File: config.mk
export PLATFORM = sky130hd
export DESIGN_NAME = bmcirq_top
export DESIGN_NICKNAME = d
export VERILOG_FILES = /design/src/rtl/bmcirq_pkg.sv /design/src/rtl/bmcirq_host_wr.sv /design/src/rtl/bmcirq_evt_qual.sv /design/src/rtl/bmcirq_fsm.sv /design/src/rtl/bmcirq_top.sv
export SDC_FILE = /design/constraint.sdc
export NUM_CORES = 1
export LEC_CHECK = 0
export ABC_AREA = 0
export ABC_CLOCK_PERIOD_IN_PS = 2400
export BUFFER_PORTS_ARGS = -buffer_cell sky130_fd_sc_hd__buf_4
export CAP_MARGIN = 20
export CORE_AREA = 2 2 39 41
export CTS_BUF_LIST = sky130_fd_sc_hd__clkbuf_16
export CTS_CLUSTER_DIAMETER = 40
export DETAILED_ROUTE_END_ITERATION = 7
export DIE_AREA = 0 0 41 43
export SYNTH_ARGS = -nofsm -noshare
export SYNTH_HDL_FRONTEND = slang
export SYNTH_SLANG_ARGS = --single-unit
File: constraint.sdc
create_clock -name clk -period 2.4 [get_ports clk]
set_clock_uncertainty 0.2 [all_clocks]
set_input_delay 0.24 -clock clk [delete_from_list [all_inputs] [get_ports clk]]
set_output_delay 0.24 -clock clk [all_outputs]
set_load 0.01 [all_outputs]
File: src/rtl/bmcirq_pkg.sv
package bmcirq_pkg;

    localparam int unsigned MASK_W   = 2;
    localparam int unsigned EN_POS   = 0;
    localparam int unsigned PEND_POS = 1;

    // state code equals the register image {pending, enable}
    typedef enum logic [MASK_W-1:0] {
        ST_OFF   = 2'b00,
        ST_ARMED = 2'b01,
        ST_FIRED = 2'b11
    } irq_state_e;

    typedef struct packed {
        logic valid;   // host wrote the mask register
        logic en;      // written enable value
        logic ack;     // write-one-to-clear of pending
    } host_cmd_t;

    typedef struct packed {
        logic cold;      // cold reset this cycle
        logic atn_any;   // either attention flag high
        logic rsp_fire;  // response event passes the gates
        logic sms_fire;  // SMS rise passes the gates
        logic sms_drop;  // SMS fall allowed to clear pending
    } evt_qual_t;

endpackage

File: src/rtl/bmcirq_host_wr.sv
module bmcirq_host_wr
    import bmcirq_pkg::*;
#(
    parameter int unsigned W   = MASK_W,
    parameter int unsigned ENB = EN_POS,
    parameter int unsigned PDB = PEND_POS
) (
    input  logic         wr,
    input  logic [W-1:0] wdata,
    output host_cmd_t    cmd
);
    always_comb begin
        cmd.valid = wr;
        cmd.en    = wr & wdata[ENB];
        cmd.ack   = wr & wdata[PDB];
    end
endmodule

File: src/rtl/bmcirq_evt_qual.sv
module bmcirq_evt_qual
    import bmcirq_pkg::*;
(
    input  logic      b2h_atn,
    input  logic      sms_atn,
    input  logic      rsp_ready,
    input  logic      sms_rise,
    input  logic      sms_rise_irq,
    input  logic      sms_fall,
    input  logic      irq_glb_en,
    input  logic      irq_present,
    input  logic      rst_req,
    input  logic      rst_cold,
    output evt_qual_t q
);
    logic gates_open;

    always_comb begin
        gates_open = irq_present & irq_glb_en;
        q.cold     = rst_req & rst_cold;
        q.atn_any  = b2h_atn | sms_atn;
        q.rsp_fire = rsp_ready & gates_open;
        q.sms_fire = sms_rise & sms_rise_irq & gates_open & ~b2h_atn;
        q.sms_drop = sms_fall & ~b2h_atn;
    end
endmodule

File: src/rtl/bmcirq_fsm.sv
module bmcirq_fsm
    import bmcirq_pkg::*;
(
    input  logic       clk,
    input  logic       rst_n,
    input  host_cmd_t  cmd,
    input  evt_qual_t  ev,
    output irq_state_e state,
    output logic       irq_o
);
    irq_state_e st_q, st_wr, st_ev, st_nxt;
    logic       irq_q;

    // stage 1: host write
    always_comb begin
        st_wr = st_q;
        if (cmd.valid) begin
            unique case (st_q)
                ST_OFF:            if (cmd.en)  st_wr = ev.atn_any ? ST_FIRED : ST_ARMED;
                ST_ARMED, ST_FIRED: if (!cmd.en) st_wr = ST_OFF;
                default:           st_wr = ST_OFF;
            endcase
            if (cmd.ack && st_wr == ST_FIRED) st_wr = ST_ARMED;
        end
    end

    // stage 2: BMC-side events on the post-write state, then cold reset
    always_comb begin
        st_ev = st_wr;
        unique case (st_wr)
            ST_OFF:   st_ev = ST_OFF;
            ST_ARMED: if (ev.rsp_fire || ev.sms_fire) st_ev = ST_FIRED;
            ST_FIRED: if (ev.sms_drop) st_ev = ST_ARMED;
            default:  st_ev = ST_OFF;
        endcase
        st_nxt = ev.cold ? ST_OFF : st_ev;
    end

    // state register
    always_ff @(posedge clk or negedge rst_n) begin
        if (!rst_n) st_q <= ST_OFF;
        else        st_q <= st_nxt;
    end

    // output register
    always_ff @(posedge clk or negedge rst_n) begin
        if (!rst_n) irq_q <= 1'b0;
        else        irq_q <= (st_nxt == ST_FIRED);
    end

    assign state = st_q;
    assign irq_o = irq_q;

    assert_line_tracks_pending_R9: assert property (@(posedge clk) disable iff (!rst_n)
        irq_q == st_q[PEND_POS]);

    assert_pending_needs_enable_R1: assert property (@(posedge clk) disable iff (!rst_n)
        st_q[PEND_POS] |-> st_q[EN_POS]);

    assert_disable_clears_R3: assert property (@(posedge clk) disable iff (!rst_n)
        (cmd.valid && !cmd.en) |=> st_q == ST_OFF);

    assert_rsp_fires_R5: assert property (@(posedge clk) disable iff (!rst_n)
        (st_q == ST_ARMED && ev.rsp_fire && !cmd.valid && !ev.cold) |=> st_q == ST_FIRED);

    assert_sms_drop_R7: assert property (@(posedge clk) disable iff (!rst_n)
        (st_q == ST_FIRED && ev.sms_drop && !cmd.valid && !ev.cold) |=> st_q == ST_ARMED);

    assert_cold_reset_R8: assert property (@(posedge clk) disable iff (!rst_n)
        ev.cold |=> (st_q == ST_OFF && !irq_q));
endmodule

File: src/rtl/bmcirq_top.sv
module bmcirq_top
    import bmcirq_pkg::*;
(
    input  logic              clk,
    input  logic              rst_n,
    input  logic              mask_wr,
    input  logic [MASK_W-1:0] mask_wdata,
    input  logic              b2h_atn,
    input  logic              sms_atn,
    input  logic              rsp_ready,
    input  logic              sms_rise,
    input  logic              sms_rise_irq,
    input  logic              sms_fall,
    input  logic              irq_glb_en,
    input  logic              irq_present,
    input  logic              rst_req,
    input  logic              rst_cold,
    output logic [MASK_W-1:0] mask_rdata,
    output logic              irq_o
);
    host_cmd_t  cmd;
    evt_qual_t  ev;
    irq_state_e state;

    bmcirq_host_wr u_wr (
        .wr    (mask_wr),
        .wdata (mask_wdata),
        .cmd   (cmd)
    );

    bmcirq_evt_qual u_qual (
        .b2h_atn      (b2h_atn),
        .sms_atn      (sms_atn),
        .rsp_ready    (rsp_ready),
        .sms_rise     (sms_rise),
        .sms_rise_irq (sms_rise_irq),
        .sms_fall     (sms_fall),
        .irq_glb_en   (irq_glb_en),
        .irq_present  (irq_present),
        .rst_req      (rst_req),
        .rst_cold     (rst_cold),
        .q            (ev)
    );

    bmcirq_fsm u_fsm (
        .clk   (clk),
        .rst_n (rst_n),
        .cmd   (cmd),
        .ev    (ev),
        .state (state),
        .irq_o (irq_o)
    );

    always_comb begin
        mask_rdata           = '0;
        mask_rdata[EN_POS]   = (state != ST_OFF);
        mask_rdata[PEND_POS] = (state == ST_FIRED);
    end
endmodule

==> reports/results.ini, run 1 <==
[critical_path]
cp-end-kind=output port
ff2ff_path_depth=4
cp-start-kind=flop
r2r-start=u_fsm.state[0]$_DFF_PN0_
regToRegEndpoint=u_fsm.irq_o$_DFF_PN0_
crit_fanout=5
reg2reg_slack_ns=0.90
arrival_ns=1.07
crit_required_ns=1.96
criticalPathCategory=flop to output port

[layout]
nNetsFinal=58
multiInputGateArea_um2=115
diodes=0
seqCellArea_um2=75.1
area_growth_pct=120
final_util_pct=31.4
layout-drive-gt1-share_pct=52.4
fillerInstances=155

[route]
drc=0
wire_per_inst_um=9.24
viasPerCell=4.17
top_layer_used=met4
drt_first_pass_iters=2
drt_iter0_markers=3
wl_met3_um=63
routed_wl_um=536
via_count=242
wl_met2_um=240
met1Wirelength_um=217
postRouteAntennaNets=0

[global_route]
track_usage_pct=6.45
grt_max_degree=6
antenna_found_initial=0
grt_pass1_wl_um=703
first_global_vias=203
grt_remaining_overflow=0

[synthesis]
ys_seq_area_share_pct=38.0
syn_area_um2=198
synth_nets=35
yosysWarnings=0
synth_top_cell_area_share_pct=38.0
synth_area_per_cell_um2=9.88
synth_seq_cells=3
yosys-top-cells-area=dfrtp_1, and3b_1, o211ai_1
synthCells=20
ys_types=12
yosysTopAreaCell=dfrtp_1

[floorplanning]
die_y_um=43
rows=14
start_util_pct=14.3
die_area_mm2=0.00176
chipWidth_um=41
ios=18
core_mm2=0.00138

[power_and_ir_drop]
irDropWorstVdd_v=0.000285
p_leak_nw=0.223
power_density_mw_per_mm2=837
finalPower_mw=0.364

[sta]
rsz0062_at_grt=false
fmax_ghz=0.662
finalCritPeriodShare_pct=63.0
worst_slack_ns=0.888
slew_viol_final=0
tightest_slew_ns=0.252
period_needed_ns=1.51
slew_headroom_pct=83.2
hold_ws_ns=0.0191
finalHoldViolations=0
setup_viol=0
tns_ns=0

[clocking]
clockBufferDepth=2
ctsHtreeMaxLevel=1
cts_buffers=3
cts_tree=done
cts_resized=0
cts.sinks=3
clk_root_buffer_cell=clkbuf_16
clock_latency_ns=0.22
clkTransAtPathRegs_ns=0.03

[hold_path]
worstHoldStart=rst_cold
hold_class=primary input to flop
min_path_cells=2
holdPathEnd=u_fsm.state[0]$_DFF_PN0_

[placement]
globalplace.congestion=0.654
io_buffers=17
dp_slack_ns=0.898

[outcome]
status=finished clean

[job]
maxCapViolCount=0

[worst max-delay path, cell delays in order, from the launching register on]
cell and delay [ns]:
dfrtp_1 0.40, or2_2 0.30, buf_4 0.14
[cell usage after synthesis]
master	number
nand2b_1	1
or2_2	1
dfrtp_1	3
and3b_1	3
inv_1	2
o211ai_1	3
o22ai_1	1
and2_1	1
a21oi_1	2
nor4b_2	1
a32oi_1	1
and2b_1	1
[how the worst max path moves through the flow]
stage / startpoint / endpoint / slack, ns / depth (start not counted)
3_5_place_dp: u_fsm.state[1]$_DFF_PN0_ / u_fsm.irq_o$_DFF_PN0_ / 0.90 / 4
6_report: u_fsm.state[1]$_DFF_PN0_ / mask_rdata[0] / 0.89 / 2
2_1_floorplan: u_fsm.state[0]$_DFF_PN0_ / u_fsm.irq_o$_DFF_PN0_ / 0.98 / 4
5_1_grt: u_fsm.state[1]$_DFF_PN0_ / u_fsm.irq_o$_DFF_PN0_ / 0.78 / 4
3_3_place_gp: u_fsm.state[1]$_DFF_PN0_ / u_fsm.irq_o$_DFF_PN0_ / 0.93 / 4
4_1_cts: u_fsm.state[1]$_DFF_PN0_ / mask_rdata[0] / 0.88 / 2
[through the flow]
| step | instances | instance area [um^2] |
|---|---|---|
| 3_3_place_gp | 53 | 345 |
| 2_1_floorplan | 20 | 198 |
| 4_1_cts | 58 | 434 |
| 5_1_grt | 58 | 434 |
| 3_5_place_dp | 53 | 345 |
| 6_report | 58 | 434 |
[timing repair]
item | CTS | global route
setup buffers | 0 | 0
hold buffers | 1 | 0
endpoints found under the hold margin | 3 | 0
[flip-flops by register name, summed over array words and instances, names as in the netlist]
| register | cells |
|---|---|
| u_fsm.state | 2 |
| u_fsm.irq_o | 1 |
[report_power, final]
group | switching (mW) | internal [mW] | total (mW) | leakage (nW)
logic | 0.0147 | 0.0284 | 0.0431 | 0.141
clock network | 0.0477 | 0.215 | 0.263 | 0.0423
registers | 0.00313 | 0.0546 | 0.0577 | 0.0398
total | 0.0655 | 0.298 | 0.364 | 0.223
[kinds of logic (layout without fill, tap and decap cells)]
group | after synthesis | after routing | synth area share (%)
and+or+nand+nor | 8 | 8 | 34.2
AOI/OAI and AO/OA | 7 | 7 | 24.1
DFF | 3 | 3 | 38.0
buffers and inverters | 2 | 24 | 3.80
[layout make-up]
cell class                 instances  share of cell area [%]
clock buffer                       3                    17.3
clock inverter                     1                   0.865
inverter                           2                    1.73
multi-input combinational         15                    26.5
sequential                         3                    17.3
tap                               16                    4.61
timing repair buffer              18                    31.7
[cell usage in the layout (no fill, tap or decap), drive strengths merged]
cell type    instances
buf                 17
or2                  1
a21oi                2
and3b                3
clkbuf               3
nor4b                1
nand2b               1
and2                 1
o22ai                1
inv                  3
dfrtp                3
dlygate4sd3          1
a32oi                1
and2b                1
o211ai               3
[per-layer routing]
| layer | vias to the layer above | GRT usage [%] |
|---|---|---|
| met1 | 105 | 8.12 |
| met3 | 2 | 1.57 |
| li1 | 120 | - |
| met4 | 0 | 8.00 |
| met5 | - | 0 |
| met2 | 15 | 7.50 |
No activity file was read; power rests on OpenSTA's default activity.
==> inputs of run 2 (changes only) <==
--- a/config.mk
+++ b/config.mk
@@ -5,8 +5,8 @@
 export SDC_FILE = /design/constraint.sdc
 export NUM_CORES = 1
 export LEC_CHECK = 0
-export ABC_AREA = 0
-export ABC_CLOCK_PERIOD_IN_PS = 2400
+export ABC_AREA = 1
+export ABC_CLOCK_PERIOD_IN_PS = 1200
 export BUFFER_PORTS_ARGS = -buffer_cell sky130_fd_sc_hd__buf_4
 export CAP_MARGIN = 20
 export CORE_AREA = 2 2 39 41
==> constraint.sdc (replaced) <==
create_clock -name clk -period 1.2 [get_ports clk]
set_clock_uncertainty 0.2 [all_clocks]
set_input_delay 0.12 -clock clk [delete_from_list [all_inputs] [get_ports clk]]
set_output_delay 0.12 -clock clk [all_outputs]
set_load 0.01 [all_outputs]
==> reports/results.ini, run 2 <==
[sta]
slew_viol_final=0
finalCritPeriodShare_pct=109
slew_headroom_pct=85.9
period_needed_ns=1.31
worst_slack_ns=-0.110
finalHoldViolations=0
tightest_slew_ns=0.211
tns_ns=-0.233
setup_viol=4
rsz0062_at_grt=true
fmax_ghz=0.763

[synthesis]
ys_types=11
synthMuxAreaShare_pct=0
synthXorXnorAreaFrac_pct=0
synth_area_per_cell_um2=6.30
synthTopCellsByCount=nand2_1, inv_1
synth_edf_count=0
synth_top_cell_area_share_pct=37.3
yosysTopAreaCell=dfrtp_1
yosysMostFrequentCell=nand2_1
synthCells=32
synthSimpleGateAreaFrac_pct=37.9
ys_seq_area_share_pct=37.3
synth_seq_cells=3
yosys-top-cells-area=dfrtp_1, nand2_1, inv_1
async_flop_share_pct=100
synth_nets=47
syn_area_um2=201
yosysWarnings=0
synth-compound-area-share_pct=9.94
synth_fa_ha_area_share_pct=0
synth-main-ff-cell=dfrtp_1
synth_top_family_by_area=simple AND/OR/NAND/NOR gates

[placement]
globalplace.congestion=0.596
io_buffers=17
dp_cells=67
dp_slack_ns=-0.127
dp_hpwl_um=415

[layout]
area_growth_pct=135
diodes=0
multiInputGateArea_um2=103
final_cell_mix=buf_4, nand2_1, inv_1, inv_2
largest_reg_flops=2
nNetsFinal=73
final_cell_count_no_fill=73
fillerInstances=154
mostFrequentLayoutCell=buf_4
layout-drive-gt1-share_pct=52.6
final_util_pct=34.3
seqCellArea_um2=75.1

[floorplanning]
chipWidth_um=41
rows=14
ios=18
start_util_pct=14.6
die_y_um=43
core_mm2=0.00138
die_area_mm2=0.00176

[critical_path]
cp-end-kind=output port
crit_fanout=3
ff2ff_path_depth=5
arrival_ns=0.99
crit_required_ns=0.88
cp-start-kind=flop
criticalPathCategory=flop to output port

[global_route]
grt_max_degree=5
grt_pass1_wl_um=897
antenna_found_initial=0
first_global_vias=251
grt_remaining_overflow=0
track_usage_pct=8.66

[route]
wire_per_inst_um=7.55
via_count=269
postRouteAntennaNets=0
drc=0
drt_iter0_markers=2
viasPerCell=3.68
drt_first_pass_iters=2
routed_wl_um=551

[outcome]
violations=negative setup slack
status=finished, violations left

[power_and_ir_drop]
p_leak_nw=0.271
power_density_mw_per_mm2=1600
irDropWorstVdd_v=0.000571

[job]
maxCapViolCount=0

[clocking]
cts_tree=done
clkTransAtPathRegs_ns=0.03
cts_buffers=3
ctsHtreeMaxLevel=1
cts.sinks=3
clk_root_buffer_cell=clkbuf_16
clock_latency_ns=0.22
clockBufferDepth=2

[hold_path]
hold_class=primary input to asynchronous set/reset pin

-- run 2: cell types whose count changed in the layout (fill, tap and decap cells not counted), sizes merged, moves of 2 or more --
| cell | previous run | this run |
|---|---|---|
| inv | 3 | 9 |
| nand3 | 0 | 4 |
| nor2 | 0 | 3 |
| o211ai | 3 | 0 |
| and3b | 3 | 0 |
| nand2 | 0 | 9 |
| o21ai | 0 | 2 |
| buf | 17 | 20 |
-- run 2: area by class of cell --
| class | instances | share of cell area, % |
|---|---|---|
| timing repair buffer | 21 | 35.4 |
| sequential | 3 | 15.8 |
| clock buffer | 3 | 15.8 |
| tap | 16 | 4.22 |
| inverter | 8 | 6.33 |
| multi-input combinational | 21 | 21.6 |
| clock inverter | 1 | 0.792 |
-- run 2: path summary, 6_finish.rpt --
path	startpoint	end	slack, ns
setup / recovery	u_fsm.state[1]$_DFF_PN0_	mask_rdata[0]	-0.11
hold / removal	rst_n	u_fsm.irq_o$_DFF_PN0_	0.02
setup reg to reg	u_fsm.state[0]$_DFF_PN0_	u_fsm.state[1]$_DFF_PN0_	-0.05
hold reg to reg	u_fsm.state[0]$_DFF_PN0_	u_fsm.irq_o$_DFF_PN0_	0.56
max in group asynchronous	rst_n	u_fsm.state[0]$_DFF_PN0_	0.68
min in group clk	b2h_atn	u_fsm.irq_o$_DFF_PN0_	0.02
-- run 2: logic make-up after synthesis --
logic type | Yosys count
simple gates | 17
buf+inv | 8
compound gates | 4
flops | 3
-- run 2: critical path, stage by stage, from the launching register on --
cell and delay (ns):
dfrtp_1 0.39, nor2_2 0.13, buf_4 0.12, inv_2 0.03, buf_6 0.10
-- run 2: repair_timing --
action                     in CTS  in global routing
hold buffers                    1                  0
buffers inserted                0                  1
gates resized for setup         4                  1
setup endpoints to repair       3                  4
hold endpoints to repair        4                  0
pin swaps                       5                  2
-- run 2: stage by stage --
stage	area [um^2]	power, mW	hold WS, ns
after floorplan	201	0.151	-0.376
after global placement	364	0.215	-0.289
after detailed placement	364	0.217	-0.290
after CTS	463	0.764	-0.0824
after global routing	474	0.797	0.0331
final	474	0.758	0.0219
-- run 2: layer usage --
layer | GRT usage, % | up-vias | share of wire (%) | wire length, um
met3 | 7.85 | 0 | 9.4 | 52
met2 | 13.8 | 9 | 53 | 294
met1 | 5.84 | 115 | 37 | 204
met5 | 0 | - | 0 | 0
li1 | - | 145 | - | -
met4 | 6.00 | 0 | 0 | 0
-- run 2: power by group --
group	total (mW)	internal, mW	switching, mW
registers	0.115	0.109	0.00565
logic	0.116	0.0717	0.0440
clock network	0.527	0.430	0.0965
total	0.758	0.611	0.146
==> inputs of run 3 (changes only) <==
--- a/config.mk
+++ b/config.mk
@@ -7,7 +7,7 @@
 export LEC_CHECK = 0
 export ABC_AREA = 1
 export ABC_CLOCK_PERIOD_IN_PS = 1200
-export BUFFER_PORTS_ARGS = -buffer_cell sky130_fd_sc_hd__buf_4
+export BUFFER_PORTS_ARGS = -buffer_cell sky130_fd_sc_hd__buf_2
 export CAP_MARGIN = 20
 export CORE_AREA = 2 2 39 41
 export CTS_BUF_LIST = sky130_fd_sc_hd__clkbuf_16
==> reports/results.ini, run 3 (synthesis gave the netlist of run 2 again) <==
[hold_path]
holdPathEnd=u_fsm.state[0]$_DFF_PN0_
min_path_cells=2
hold_class=primary input to flop
worstHoldStart=mask_wr

[critical_path]
ff2ff_path_depth=6
regToRegEndpoint=u_fsm.irq_o$_DFF_PN0_
crit_fanout=3
crit_required_ns=0.88
reg2reg_slack_ns=-0.03
r2r-start=u_fsm.state[1]$_DFF_PN0_
cp-end-kind=output port
cp-start-kind=flop
criticalPathCategory=flop to output port
arrival_ns=0.98

[global_route]
antenna_found_initial=0
grt_max_degree=5
track_usage_pct=7.44
grt_pass1_wl_um=807
grt_remaining_overflow=0
first_global_vias=243

[power_and_ir_drop]
p_seq_share_pct=15.7
pwr-share-comb_pct=13.9
swShare_pct=18.8
p_leak_nw=0.258
switching_power_mw=0.137
finalPower_mw=0.731
p_int_mw=0.593
irDropWorstVdd_v=0.000862
power_density_mw_per_mm2=1690
clockPowerShare_pct=70.5

[sta]
tightest_slew_ns=0.175
hold_ws_ns=-0.0564
slew_viol_final=0
fmax_ghz=0.772
rsz0062_at_grt=true
setup_viol=3
worst_slack_ns=-0.0962
slew_headroom_pct=88.3
period_needed_ns=1.30
finalHoldViolations=1
finalCritPeriodShare_pct=108

[layout]
fillerInstances=152
final_cell_mix=buf_2, nand2_1, inv_1, inv_2
mostFrequentLayoutCell=buf_2
final_cell_count_no_fill=72
diodes=0
nNetsFinal=72
design_area_um2=433
largest_reg_flops=2
final_util_pct=31.3
area_growth_pct=115
layout-drive-gt1-share_pct=57.1

[route]
drt_iter0_markers=0
viasPerCell=3.74
drc=0
routed_wl_um=500
postRouteAntennaNets=0
drt_first_pass_iters=1
wire_per_inst_um=6.94
via_count=269

[clocking]
ctsHtreeMaxLevel=1
clockBufferDepth=2
clk_root_buffer_cell=clkbuf_16
cts.sinks=3
postCtsSetupBuffers=0
cts_tree=done
cts_buffers=3
clock_latency_ns=0.22
clkTransAtPathRegs_ns=0.03
postCtsHoldBufs=1

[outcome]
violations=negative hold slack, negative setup slack
status=finished, violations left

[placement]
dp_hpwl_um=428
io_buffers=17
globalplace.congestion=0.638
placed_area_um2=322
dp_slack_ns=-0.0938
dp_cells=67

[floorplanning]
core_mm2=0.00138
die_y_um=43
start_util_pct=14.6
chipWidth_um=41
die_area_mm2=0.00176
ios=18
rows=14

[job]
maxCapViolCount=0

## run 3: layout make-up
cell class / count / area [um^2] / area share (%)
clock buffers: 3 / 75.1 / 17.3
clock inverters: 1 / 3.75 / 0.867
inverters: 8 / 30.0 / 6.94
multi-input cells: 21 / 113 / 26.0
flip-flops and latches: 3 / 75.1 / 17.3
well taps: 16 / 20.0 / 4.62
repair buffers: 20 / 116 / 26.9
## run 3: power groups by stage
stage / combinational, mW / clock (mW) / sequential (mW)
CTS: 0.0973 / 0.522 / 0.115
detailed placement: 0.0848 / 0 / 0.115
global route: 0.114 / 0.537 / 0.116
floorplan: 0.0347 / 0 / 0.116
global placement: 0.0835 / 0 / 0.115
finish: 0.101 / 0.515 / 0.115
## run 3: how the worst max path moves through the flow
stage                                   startpoint                     to  slack, ns  depth (start not counted)
after floorplan           u_fsm.state[1]$_DFF_PN0_  u_fsm.irq_o$_DFF_PN0_      0.002                          6
after global placement    u_fsm.state[1]$_DFF_PN0_  u_fsm.irq_o$_DFF_PN0_      -0.06                          6
after detailed placement  u_fsm.state[1]$_DFF_PN0_  u_fsm.irq_o$_DFF_PN0_      -0.09                          6
after CTS                 u_fsm.state[0]$_DFF_PN0_          mask_rdata[0]      -0.11                          4
after global routing      u_fsm.state[1]$_DFF_PN0_  u_fsm.irq_o$_DFF_PN0_      -0.14                          7
final                     u_fsm.state[1]$_DFF_PN0_          mask_rdata[0]       -0.1                          4
## run 3: stage by stage
step	hold slack [ns]	setup TNS [ns]
2_1_floorplan	-0.376	0
3_3_place_gp	-0.281	-0.106
3_5_place_dp	-0.279	-0.180
4_1_cts	-0.0569	-0.216
5_1_grt	-0.0430	-0.408
6_report	-0.0564	-0.156
## run 3: timing repair
| action | 4_1_cts | 5_1_grt |
|---|---|---|
| endpoints found under the setup margin | 3 | 4 |
| pin swaps | 5 | 4 |
| gates resized for setup | 4 | 4 |
| endpoints found under the hold margin | 4 | 1 |
## run 3: critical path, stage by stage, from the launching register on
cell and delay (ns):
dfrtp_1 0.39, nor2_2 0.13, buf_4 0.11, inv_2 0.03, buf_6 0.10
## run 3: per-layer routing
metal | vias to the layer above | part of all wire (%) | track usage, %
li1 | 145 | - | -
met1 | 115 | 40 | 6.13
met2 | 9 | 49 | 11.6
met3 | 0 | 11 | 6.28
met4 | 0 | 0 | 4.00
met5 | - | 0 | 0
